**src/rtl/tgt_dec_pkg.sv**
```systemverilog
package tgt_dec_pkg;

  localparam logic [3:0] CMD_MEM_RD = 4'b0110;
  localparam logic [3:0] CMD_MEM_WR = 4'b0111;
  localparam logic [3:0] CMD_CFG_RD = 4'b1010;
  localparam logic [3:0] CMD_CFG_WR = 4'b1011;

  typedef enum logic {ST_IDLE = 1'b0, ST_DATA = 1'b1} tgt_state_e;

  function automatic logic cmd_is_mem(input logic [3:0] cmd);
    return (cmd == CMD_MEM_RD) || (cmd == CMD_MEM_WR);
  endfunction

  function automatic logic cmd_is_cfg(input logic [3:0] cmd);
    return (cmd == CMD_CFG_RD) || (cmd == CMD_CFG_WR);
  endfunction

  // Bit 0 of all four claimed commands marks the write direction.
  function automatic logic cmd_is_write(input logic [3:0] cmd);
    return cmd[0];
  endfunction

  function automatic logic in_window(input logic [31:0] addr,
                                     input logic [31:0] base,
                                     input int unsigned win_bits);
    return (addr >> win_bits) == (base >> win_bits);
  endfunction

  function automatic logic [7:0] lane_pick(input logic [7:0] old_b,
                                           input logic [7:0] new_b,
                                           input logic en_n);
    return en_n ? old_b : new_b;
  endfunction

endpackage

```
**src/rtl/tgt_addr_decode.sv**
```systemverilog
module tgt_addr_decode
  import tgt_dec_pkg::*;
#(
  parameter logic [31:0] BASE_ADDR = 32'h4000_0100,
  parameter int unsigned WIN_BITS  = 8
) (
  input  logic [31:0] ad_in,
  input  logic [3:0]  cbe_n,
  input  logic        idsel,
  input  logic        master_busy,
  output logic        win_hit,
  output logic        is_cfg,
  output logic        is_write,
  output logic        claim_ok
);

  logic mem_cmd;

  always_comb begin
    mem_cmd  = cmd_is_mem(cbe_n);
    is_cfg   = cmd_is_cfg(cbe_n);
    is_write = cmd_is_write(cbe_n);
    win_hit  = in_window(ad_in, BASE_ADDR, WIN_BITS);
    claim_ok = !master_busy && ((mem_cmd && win_hit) || (is_cfg && idsel));
  end

endmodule

```
**src/rtl/tgt_phase_fsm.sv**
```systemverilog
module tgt_phase_fsm
  import tgt_dec_pkg::*;
(
  input  logic clk,
  input  logic rst_n,
  input  logic frame_n,
  input  logic irdy_n,
  input  logic claim_ok,
  output logic addr_ph,
  output logic accept,
  output logic in_data,
  output logic done,
  output logic devsel_n,
  output logic trdy_n
);

  tgt_state_e st_q;
  logic       frame_q;

  always_comb begin
    addr_ph  = !frame_n && frame_q && (st_q == ST_IDLE);
    accept   = addr_ph && claim_ok;
    in_data  = (st_q == ST_DATA);
    done     = in_data && !irdy_n;
    devsel_n = !in_data;
    trdy_n   = !in_data;
  end

  always_ff @(posedge clk or negedge rst_n) begin
    if (!rst_n) begin
      st_q    <= ST_IDLE;
      frame_q <= 1'b1;
    end else begin
      frame_q <= frame_n;
      case (st_q)
        ST_IDLE: if (accept) st_q <= ST_DATA;
        ST_DATA: if (!irdy_n) st_q <= ST_IDLE;
        default: st_q <= ST_IDLE;
      endcase
    end
  end

endmodule

```
**src/rtl/tgt_wr_capture.sv**
```systemverilog
module tgt_wr_capture
  import tgt_dec_pkg::*;
#(
  parameter int unsigned LANES = 4,
  localparam int unsigned DW   = LANES * 8
) (
  input  logic             clk,
  input  logic             rst_n,
  input  logic             load,
  input  logic [DW-1:0]    ad_in,
  input  logic [LANES-1:0] cbe_n,
  output logic [DW-1:0]    wdata,
  output logic [LANES-1:0] wbe,
  output logic             wr_en
);

  for (genvar g = 0; g < LANES; g++) begin : g_lane
    always_ff @(posedge clk or negedge rst_n) begin
      if (!rst_n) begin
        wdata[g*8 +: 8] <= '0;
      end else if (load) begin
        wdata[g*8 +: 8] <= lane_pick(wdata[g*8 +: 8], ad_in[g*8 +: 8], cbe_n[g]);
      end
    end
  end

  always_ff @(posedge clk or negedge rst_n) begin
    if (!rst_n) begin
      wbe   <= '0;
      wr_en <= 1'b0;
    end else begin
      wr_en <= load;
      if (load) wbe <= ~cbe_n;
    end
  end

endmodule

```
**src/rtl/tgt_cycle_decoder.sv**
```systemverilog
module tgt_cycle_decoder
  import tgt_dec_pkg::*;
#(
  parameter logic [31:0] BASE_ADDR = 32'h4000_0100,
  parameter int unsigned WIN_BITS  = 8,
  localparam int unsigned REG_AW   = WIN_BITS - 2
) (
  input  logic              clk,
  input  logic              rst_n,
  input  logic              frame_n,
  input  logic              irdy_n,
  input  logic              idsel,
  input  logic              master_busy,
  input  logic [3:0]        cbe_n,
  input  logic [31:0]       ad_in,
  output logic [31:0]       ad_out,
  output logic              ad_oe,
  output logic              devsel_n,
  output logic              trdy_n,
  output logic [REG_AW-1:0] reg_addr,
  output logic              reg_cfg,
  input  logic [31:0]       reg_rdata,
  output logic              reg_wr_en,
  output logic [31:0]       reg_wdata,
  output logic [3:0]        reg_wbe
);

  logic win_hit, dec_cfg, dec_write, claim_ok;
  logic addr_ph, accept, in_data, done;
  logic cyc_write, wr_load;

  tgt_addr_decode #(.BASE_ADDR(BASE_ADDR), .WIN_BITS(WIN_BITS)) dec_i (
    .ad_in(ad_in), .cbe_n(cbe_n), .idsel(idsel), .master_busy(master_busy),
    .win_hit(win_hit), .is_cfg(dec_cfg), .is_write(dec_write), .claim_ok(claim_ok)
  );

  tgt_phase_fsm fsm_i (
    .clk(clk), .rst_n(rst_n), .frame_n(frame_n), .irdy_n(irdy_n),
    .claim_ok(claim_ok), .addr_ph(addr_ph), .accept(accept), .in_data(in_data),
    .done(done), .devsel_n(devsel_n), .trdy_n(trdy_n)
  );

  always_ff @(posedge clk or negedge rst_n) begin
    if (!rst_n) begin
      cyc_write <= 1'b0;
      reg_cfg   <= 1'b0;
      reg_addr  <= '0;
    end else if (accept) begin
      cyc_write <= dec_write;
      reg_cfg   <= dec_cfg;
      reg_addr  <= ad_in[WIN_BITS-1:2];
    end
  end

  assign wr_load = done && cyc_write;
  assign ad_oe   = in_data && !cyc_write;
  assign ad_out  = ad_oe ? reg_rdata : '0;

  tgt_wr_capture #(.LANES(4)) cap_i (
    .clk(clk), .rst_n(rst_n), .load(wr_load), .ad_in(ad_in), .cbe_n(cbe_n),
    .wdata(reg_wdata), .wbe(reg_wbe), .wr_en(reg_wr_en)
  );

endmodule

```
**config.mk**
```make
export PLATFORM = sky130hd
export DESIGN_NAME = tgt_cycle_decoder
export DESIGN_NICKNAME = d
export VERILOG_FILES = /design/src/rtl/tgt_dec_pkg.sv /design/src/rtl/tgt_addr_decode.sv /design/src/rtl/tgt_phase_fsm.sv /design/src/rtl/tgt_wr_capture.sv /design/src/rtl/tgt_cycle_decoder.sv
export SDC_FILE = /design/constraint.sdc
export NUM_CORES = 1
export LEC_CHECK = 0
export ABC_AREA = 1
export ABC_CLOCK_PERIOD_IN_PS = 1600
export BUFFER_PORTS_ARGS = -buffer_cell sky130_fd_sc_hd__buf_2
export CAP_MARGIN = 20
export CORE_MARGIN = 8
export CORE_UTILIZATION = 36
export DETAILED_ROUTE_END_ITERATION = 7
export MAX_ROUTING_LAYER = met4
export PLACE_DENSITY = 0.78
export SYNTH_ARGS = -nofsm -noshare
export SYNTH_HDL_FRONTEND = slang
export SYNTH_HIERARCHICAL = 1
export SYNTH_SLANG_ARGS = --single-unit
```
**constraint.sdc**
```tcl
create_clock -name clk -period 1.6 [get_ports clk]
set_input_delay 0.16 -clock clk [delete_from_list [all_inputs] [get_ports clk]]
set_output_delay 0.16 -clock clk [all_outputs]
set_load 0.05 [all_outputs]
```
==> results of run 1 <==
## metal layers
layer  up-vias  GRT usage (%)
met5         -              -
met4         0           3.84
met3         4           3.46
met2        65           24.5
met1      1122           19.1
li1       1201              -
## through the flow
stage / hold slack (ns) / cells / util (%) / power [W]
after detailed placement: 0.0573 / 522 / 50.0 / 0.00172
after global placement: 0.0559 / 522 / 50.0 / 0.00171
after floorplan: -0.136 / 299 / - / 0.00152
after CTS: 0.0727 / 532 / 52.0 / 0.00249
final: 0.0873 / 532 / 53.7 / 0.00245
after global routing: 0.0693 / 532 / 53.7 / 0.00260
## layout by cell type, fill, tap and decap left out, drive strengths merged
cell type and instances:
dfrtp 46, nand3 34, o21ai 4, clkinv 5, dlygate4sd3 2, a21oi 1, nand2 104, nand4 1
clkbuf 16, buf 146, nor2 50, dfstp 1, inv 45
## registers in the layout (all words and copies together) (netlist names)
register / count
reg_addr: 6
cap_i/wbe: 4
cyc_write: 1
fsm_i/in_data: 1
fsm_i/frame_q: 1
cap_i/wr_en: 1
reg_cfg: 1
cap_i/wdata: 32
## path summary, 6_finish.rpt
kind / start / to / slack (ns)
max: cyc_write / ad_out[24] / 0.06
max in group asynchronous: rst_n / fsm_i/frame_q / 0.74
min in group asynchronous: rst_n / cap_i/wbe[2] / 0.27
max reg2reg: fsm_i/in_data / cap_i/wdata[27] / 0.21
min reg2reg: cap_i/wdata[14] / cap_i/wdata[14] / 0.47
min: cbe_n[0] / cyc_write / 0.09
## power breakdown
| part | total, W | switching (W) | internal (W) |
|---|---|---|---|
| Clock | 0.000749 | 0.000396 | 0.000354 |
| Combinational | 0.000451 | 0.000311 | 0.000140 |
| Sequential | 0.00125 | 0.0000242 | 0.00123 |
## area by class of cell
cell class	count	share of cell area [%]
clock buffers	6	2.46
clock inverters	2	0.410
inverters	48	5.37
multi-input cells	194	25.7
flip-flops and latches	47	35.1
well taps	77	2.87
repair buffers	158	28.1
## repair_timing
action,CTS,global route
endpoints found under the setup margin,30,32
hold buffers,2,0
gates resized for setup,2,62
endpoints found under the hold margin,11,0
## worst reg2reg max path, stage by stage, from the launching register on
cell and delay (ns):
dfrtp_2 0.45, inv_1 0.09, nor2_1 0.09, nand2_1 0.05, inv_1 0.09, buf_12 0.22
nand2_4 0.15, nand2_1 0.09, nand2_1 0.05
==> impl_metrics.py, run 1 <==
metrics = {
    "floorplanning": {
        "initial_core_util_pct": 36.6,
        "design.die.area_um2": 9150,
        "core_area_um2": 6240,
        "die_x_um": 95.6,
        "die_h_um": 95.6,
        "io_pins": 153,
        "rows": 29,
    },
    "finish": {
        "num_antenna_cells": 0,
        "areaGrowthSynthToFinish_pct": 46.9,
        "finalInstanceArea_um2": 3350,
        "fillers": 596,
        "drive_gt1_share_pct": 40.9,
        "multi_input_area_um2": 861,
        "num-nets-final": 528,
        "layout.area.seq_um2": 1180,
    },
    "detailed_routing": {
        "ant_nets": 0,
        "drc": 0,
        "drtIter0Drc": 77,
        "vias_per_cell": 4.50,
        "wl_per_cell_um": 13.8,
        "highest_layer": "met4",
        "wl_met1_mm": 2.90,
        "totalWireLength_mm": 7.32,
        "first_pass_iters": 4,
        "met3_length_um": 470,
        "wl_met2_mm": 3.88,
        "num_vias": 2392,
    },
    "timing": {
        "max_clock_freq_mhz": 650,
        "grt_setup_unrepaired": "yes",
        "hold_violations": 0,
        "drv_slew": 0,
        "timing.final.ws_setup_ns": 0.0608,
        "period_minus_slack_ns": 1.54,
        "fin_setup_tns_ns": 0,
        "fin_crit_sh_pct": 96.2,
        "slew_headroom_pct": 79.4,
        "fin_skew_ns": 0.0133,
        "worst_slew_pin_slew_ns": 0.307,
        "setup_violations": 0,
    },
    "pwr": {
        "peakVddDrop_uv": 433,
        "power-per-cell-area_nw_per_um2": 732,
        "p_leak_nw": 2.17,
    },
    "clock_tree": {
        "worstSkewPairLatency_ns": 0.29,
        "post-cts-setup-buffers": 0,
        "clk_path_buf_depth": 2,
        "cts_num_sinks": 47,
        "cts_root_buffer": "clkbuf_8",
        "htree_levels": 2,
        "numCtsBuffers": 5,
        "path_clk_slew_ns": 0.09,
        "cts_tree": "yes",
    },
    "worst_setup_path": {
        "crit_arrival_ns": 1.38,
        "slowest_delay_ns": 0.42,
        "crit_buf_inv": 2,
        "end_kind": "output port",
        "worstSetupPathType": "flip-flop to output port",
        "reg2reg_depth": 8,
        "crit_cells": 4,
        "worstPathMaxFanout": 33,
        "cp_top_family": "flip-flops",
        "cp.required_ns": 1.44,
        "cp_cell_sequence": "inv_2, nand2_8, nor2_1, buf_6",
        "critPathLaunchType": "flip-flop",
        "slowest_stage": "dfrtp_1",
    },
    "yosys": {
        "synth_cells": 299,
        "synth_warnings": 6,
        "syn_area_per_cell_um2": 7.64,
        "synth_fp_nets": 373,
        "synth_area_um2": 2280,
    },
    "placement": {
        "gp_congestion": 0.842,
        "port_buffers": 152,
        "dp_hpwl_mm": 5.76,
        "placed_area_um2": 3120,
        "place_ws_ns": 0.0798,
    },
    "global_routing": {
        "grt_pass1_wl_mm": 10.8,
        "antenna_found_initial": 0,
        "grt_use_total_pct": 15.3,
        "grt_start_max_net_pins": 42,
        "grt_pass1_vias": 2301,
        "grt_overflow_total": 0,
    },
    "outcome": {
        "status": "completed",
    },
    "hold_path": {
        "holdPathStages": 3,
        "min_path_type": "input pin to flip-flop",
    },
    "run": {
        "maxCapViolCount": 0,
    },
}
No activity file was read; power rests on OpenSTA's default activity.
==> inputs of run 2 (changes only) <==
--- a/config.mk
+++ b/config.mk
@@ -9,11 +9,11 @@
 export ABC_CLOCK_PERIOD_IN_PS = 1600
 export BUFFER_PORTS_ARGS = -buffer_cell sky130_fd_sc_hd__buf_2
 export CAP_MARGIN = 20
-export CORE_MARGIN = 8
 export CORE_UTILIZATION = 36
 export DETAILED_ROUTE_END_ITERATION = 7
 export MAX_ROUTING_LAYER = met4
 export PLACE_DENSITY = 0.78
+export SKIP_CTS_REPAIR_TIMING = 1
 export SYNTH_ARGS = -nofsm -noshare
 export SYNTH_HDL_FRONTEND = slang
 export SYNTH_HIERARCHICAL = 1
==> run 2 against run 1 <==
  * Register-to-register slack improved by 0.03 ns
  * Count of clock-buffer cells in the layout unchanged
  * Global-route usage increased by 2.1 points
  * Fmax increased by 0.56%
  * Total power fell by 1.7%
  * Setup slack improved by 0.0086 ns
  * Die area fell by 27%
  * Critical path depth did not move
  * Core utilization up 0.051 points
  * Sequential share of layout area increased by 1.2 points
  * Clock skew shrank 0.0017 ns
  * Final area decreased by 3.4%
  * Critical path type unchanged
  * Critical endpoint is now ad_out[14]
  * Largest cell class unchanged
==> impl_metrics.py, run 2 (synthesis results as in run 1) <==
metrics = {
    "clock_tree": {
        "cts_tree": "yes",
        "clk_path_buf_depth": 2,
        "cts_root_buffer": "clkbuf_8",
        "path_clk_slew_ns": 0.08,
        "cts_num_sinks": 47,
        "numCtsBuffers": 5,
        "htree_levels": 2,
        "worstSkewPairLatency_ns": 0.30,
    },
    "finish": {
        "num_antenna_cells": 0,
        "regMostFlops": "cap_i/wdata",
        "drive_gt1_share_pct": 40.4,
        "reg_top3": "cap_i/wdata: 32 flops, reg_addr: 6 flops, cap_i/wbe: 4 flops",
        "fillers": 600,
        "layout_common_cells": "buf_2 (146), nand2_1 (99), dfrtp_1 (45), inv_1 (42), nor2_1 (39)",
        "num-nets-final": 527,
        "finalInstanceArea_um2": 3240,
        "largest_register_ffs": 32,
        "areaGrowthSynthToFinish_pct": 42.0,
        "final_common_cell": "buf_2",
    },
    "placement": {
        "port_buffers": 152,
        "gp_congestion": 0.819,
        "dp_hpwl_mm": 4.64,
        "placed_area_um2": 3110,
    },
    "timing": {
        "hold_violations": 0,
        "worst_slew_pin_slew_ns": 0.484,
        "max_clock_freq_mhz": 653,
        "setup_violations": 0,
        "fin_skew_ns": 0.0116,
        "fin_crit_sh_pct": 95.7,
        "drv_slew": 0,
        "fin_setup_tns_ns": 0,
        "slew_headroom_pct": 67.7,
        "period_minus_slack_ns": 1.53,
    },
    "pwr": {
        "comb_power_share_pct": 18.2,
        "power-per-cell-area_nw_per_um2": 744,
        "power_frac_seq_pct": 52.0,
        "peakVddDrop_uv": 347,
        "clkPwrFrac_pct": 29.8,
        "p_int_w": 0.00170,
        "p_leak_nw": 2.16,
        "switching_share_pct": 29.4,
        "switching_power_w": 0.000709,
    },
    "worst_setup_path": {
        "cp.required_ns": 1.44,
        "worstPathMaxFanout": 33,
        "worstSetupPathType": "flip-flop to output port",
        "end_kind": "output port",
        "slowest_delay_ns": 0.41,
        "cp_cell_sequence": "inv_2, nand2_8, nor2_1, buf_2",
        "critPathLaunchType": "flip-flop",
        "slowest_stage": "dfrtp_1",
        "r2r_slack_ns": 0.24,
        "r2r_start": "fsm_i/in_data",
        "reg2reg_depth": 8,
        "crit_arrival_ns": 1.37,
        "rr_endpoint": "cap_i/wdata[5]",
    },
    "global_routing": {
        "grt_use_total_pct": 17.4,
        "grt_overflow_total": 0,
        "grt_start_max_net_pins": 42,
        "antenna_found_initial": 0,
        "grt_pass1_vias": 1966,
        "grt_pass1_wl_mm": 8.60,
    },
    "run": {
        "maxCapViolCount": 0,
    },
    "floorplanning": {
        "initial_core_util_pct": 37.9,
        "core_area_um2": 6030,
        "design.die.area_um2": 6670,
        "io_pins": 153,
        "die_x_um": 81.6,
        "rows": 28,
        "die_h_um": 81.6,
    },
    "hold_path": {
        "min_path_type": "input pin to flip-flop",
        "worstHoldStart": "ad_in[4]",
        "min_to": "reg_addr[2]",
        "holdPathStages": 3,
    },
    "detailed_routing": {
        "vias_per_cell": 4.45,
        "met3_length_um": 455,
        "highest_layer": "met4",
        "drtIter0Drc": 91,
        "ant_nets": 0,
        "first_pass_iters": 4,
        "wl_met1_mm": 2.40,
        "num_vias": 2348,
        "wl_per_cell_um": 11.1,
        "totalWireLength_mm": 5.88,
        "wl_met2_mm": 2.97,
        "drc": 0,
    },
    "outcome": {
        "status": "completed",
    },
}
-- run 2: cell count changes in the layout (fill, tap and decap cells not counted), sizes merged --
cell	change
buf	+3
clkbuf	-4
inv	-1
-- run 2: layout make-up --
| class | instances | area (um2) | share of cell area (%) |
|---|---|---|---|
| clock inverters | 1 | 5.00 | 0.154 |
| well taps | 75 | 93.8 | 2.89 |
| multi-input cells | 194 | 858 | 26.5 |
| repair buffers | 157 | 843 | 26.0 |
| inverters | 48 | 180 | 5.56 |
| flip-flops and latches | 47 | 1180 | 36.4 |
| clock buffers | 6 | 82.6 | 2.55 |
-- run 2: worst max path at each step --
stage                        startpoint        endpoint  slack [ns]
after detailed placement      ad_in[13]     reg_addr[1]        0.16
after CTS                     cyc_write      ad_out[25]       -0.03
after floorplan           fsm_i/in_data  cap_i/wdata[0]        0.13
final                         cyc_write      ad_out[14]        0.07
after global routing          cyc_write      ad_out[14]       -0.02
after global placement        ad_in[13]     reg_addr[0]        0.19
-- run 2: critical path, delay by kind of cell, from the launching register on --
kind / cells / cell delay [ns]
flip-flops: 1 / 0.41
buffers and inverters: 2 / 0.38
AND/OR/NAND/NOR: 2 / 0.28
-- run 2: per-layer routing --
| metal | vias up | track usage (%) |
|---|---|---|
| met1 | 1041 | 19.4 |
| met3 | 7 | 3.22 |
| met4 | 0 | 5.09 |
| met2 | 110 | 31.6 |
| li1 | 1190 | - |
| met5 | - | - |
-- run 2: power groups by stage --
stage	clock network (W)	logic, W	registers, W
final	0.000720	0.000439	0.00126
after global routing	0.000771	0.000480	0.00126
after CTS	0.000740	0.000436	0.00126
after detailed placement	0	0.000436	0.00128
after global placement	0	0.000430	0.00128
after floorplan	0	0.000112	0.00141
-- run 2: through the flow --
stage               power (W)  setup WS (ns)  cells  utilization (%)  hold slack, ns
global placement      0.00171          0.194    519             51.6           0.137
finish                0.00241         0.0694    528             53.8          0.0798
detailed placement    0.00172          0.164    519             51.6           0.146
CTS                   0.00243        -0.0270    526             53.1          -0.181
floorplan             0.00152          0.130    299                -          -0.136
global route          0.00251        -0.0205    528             53.8          0.0887
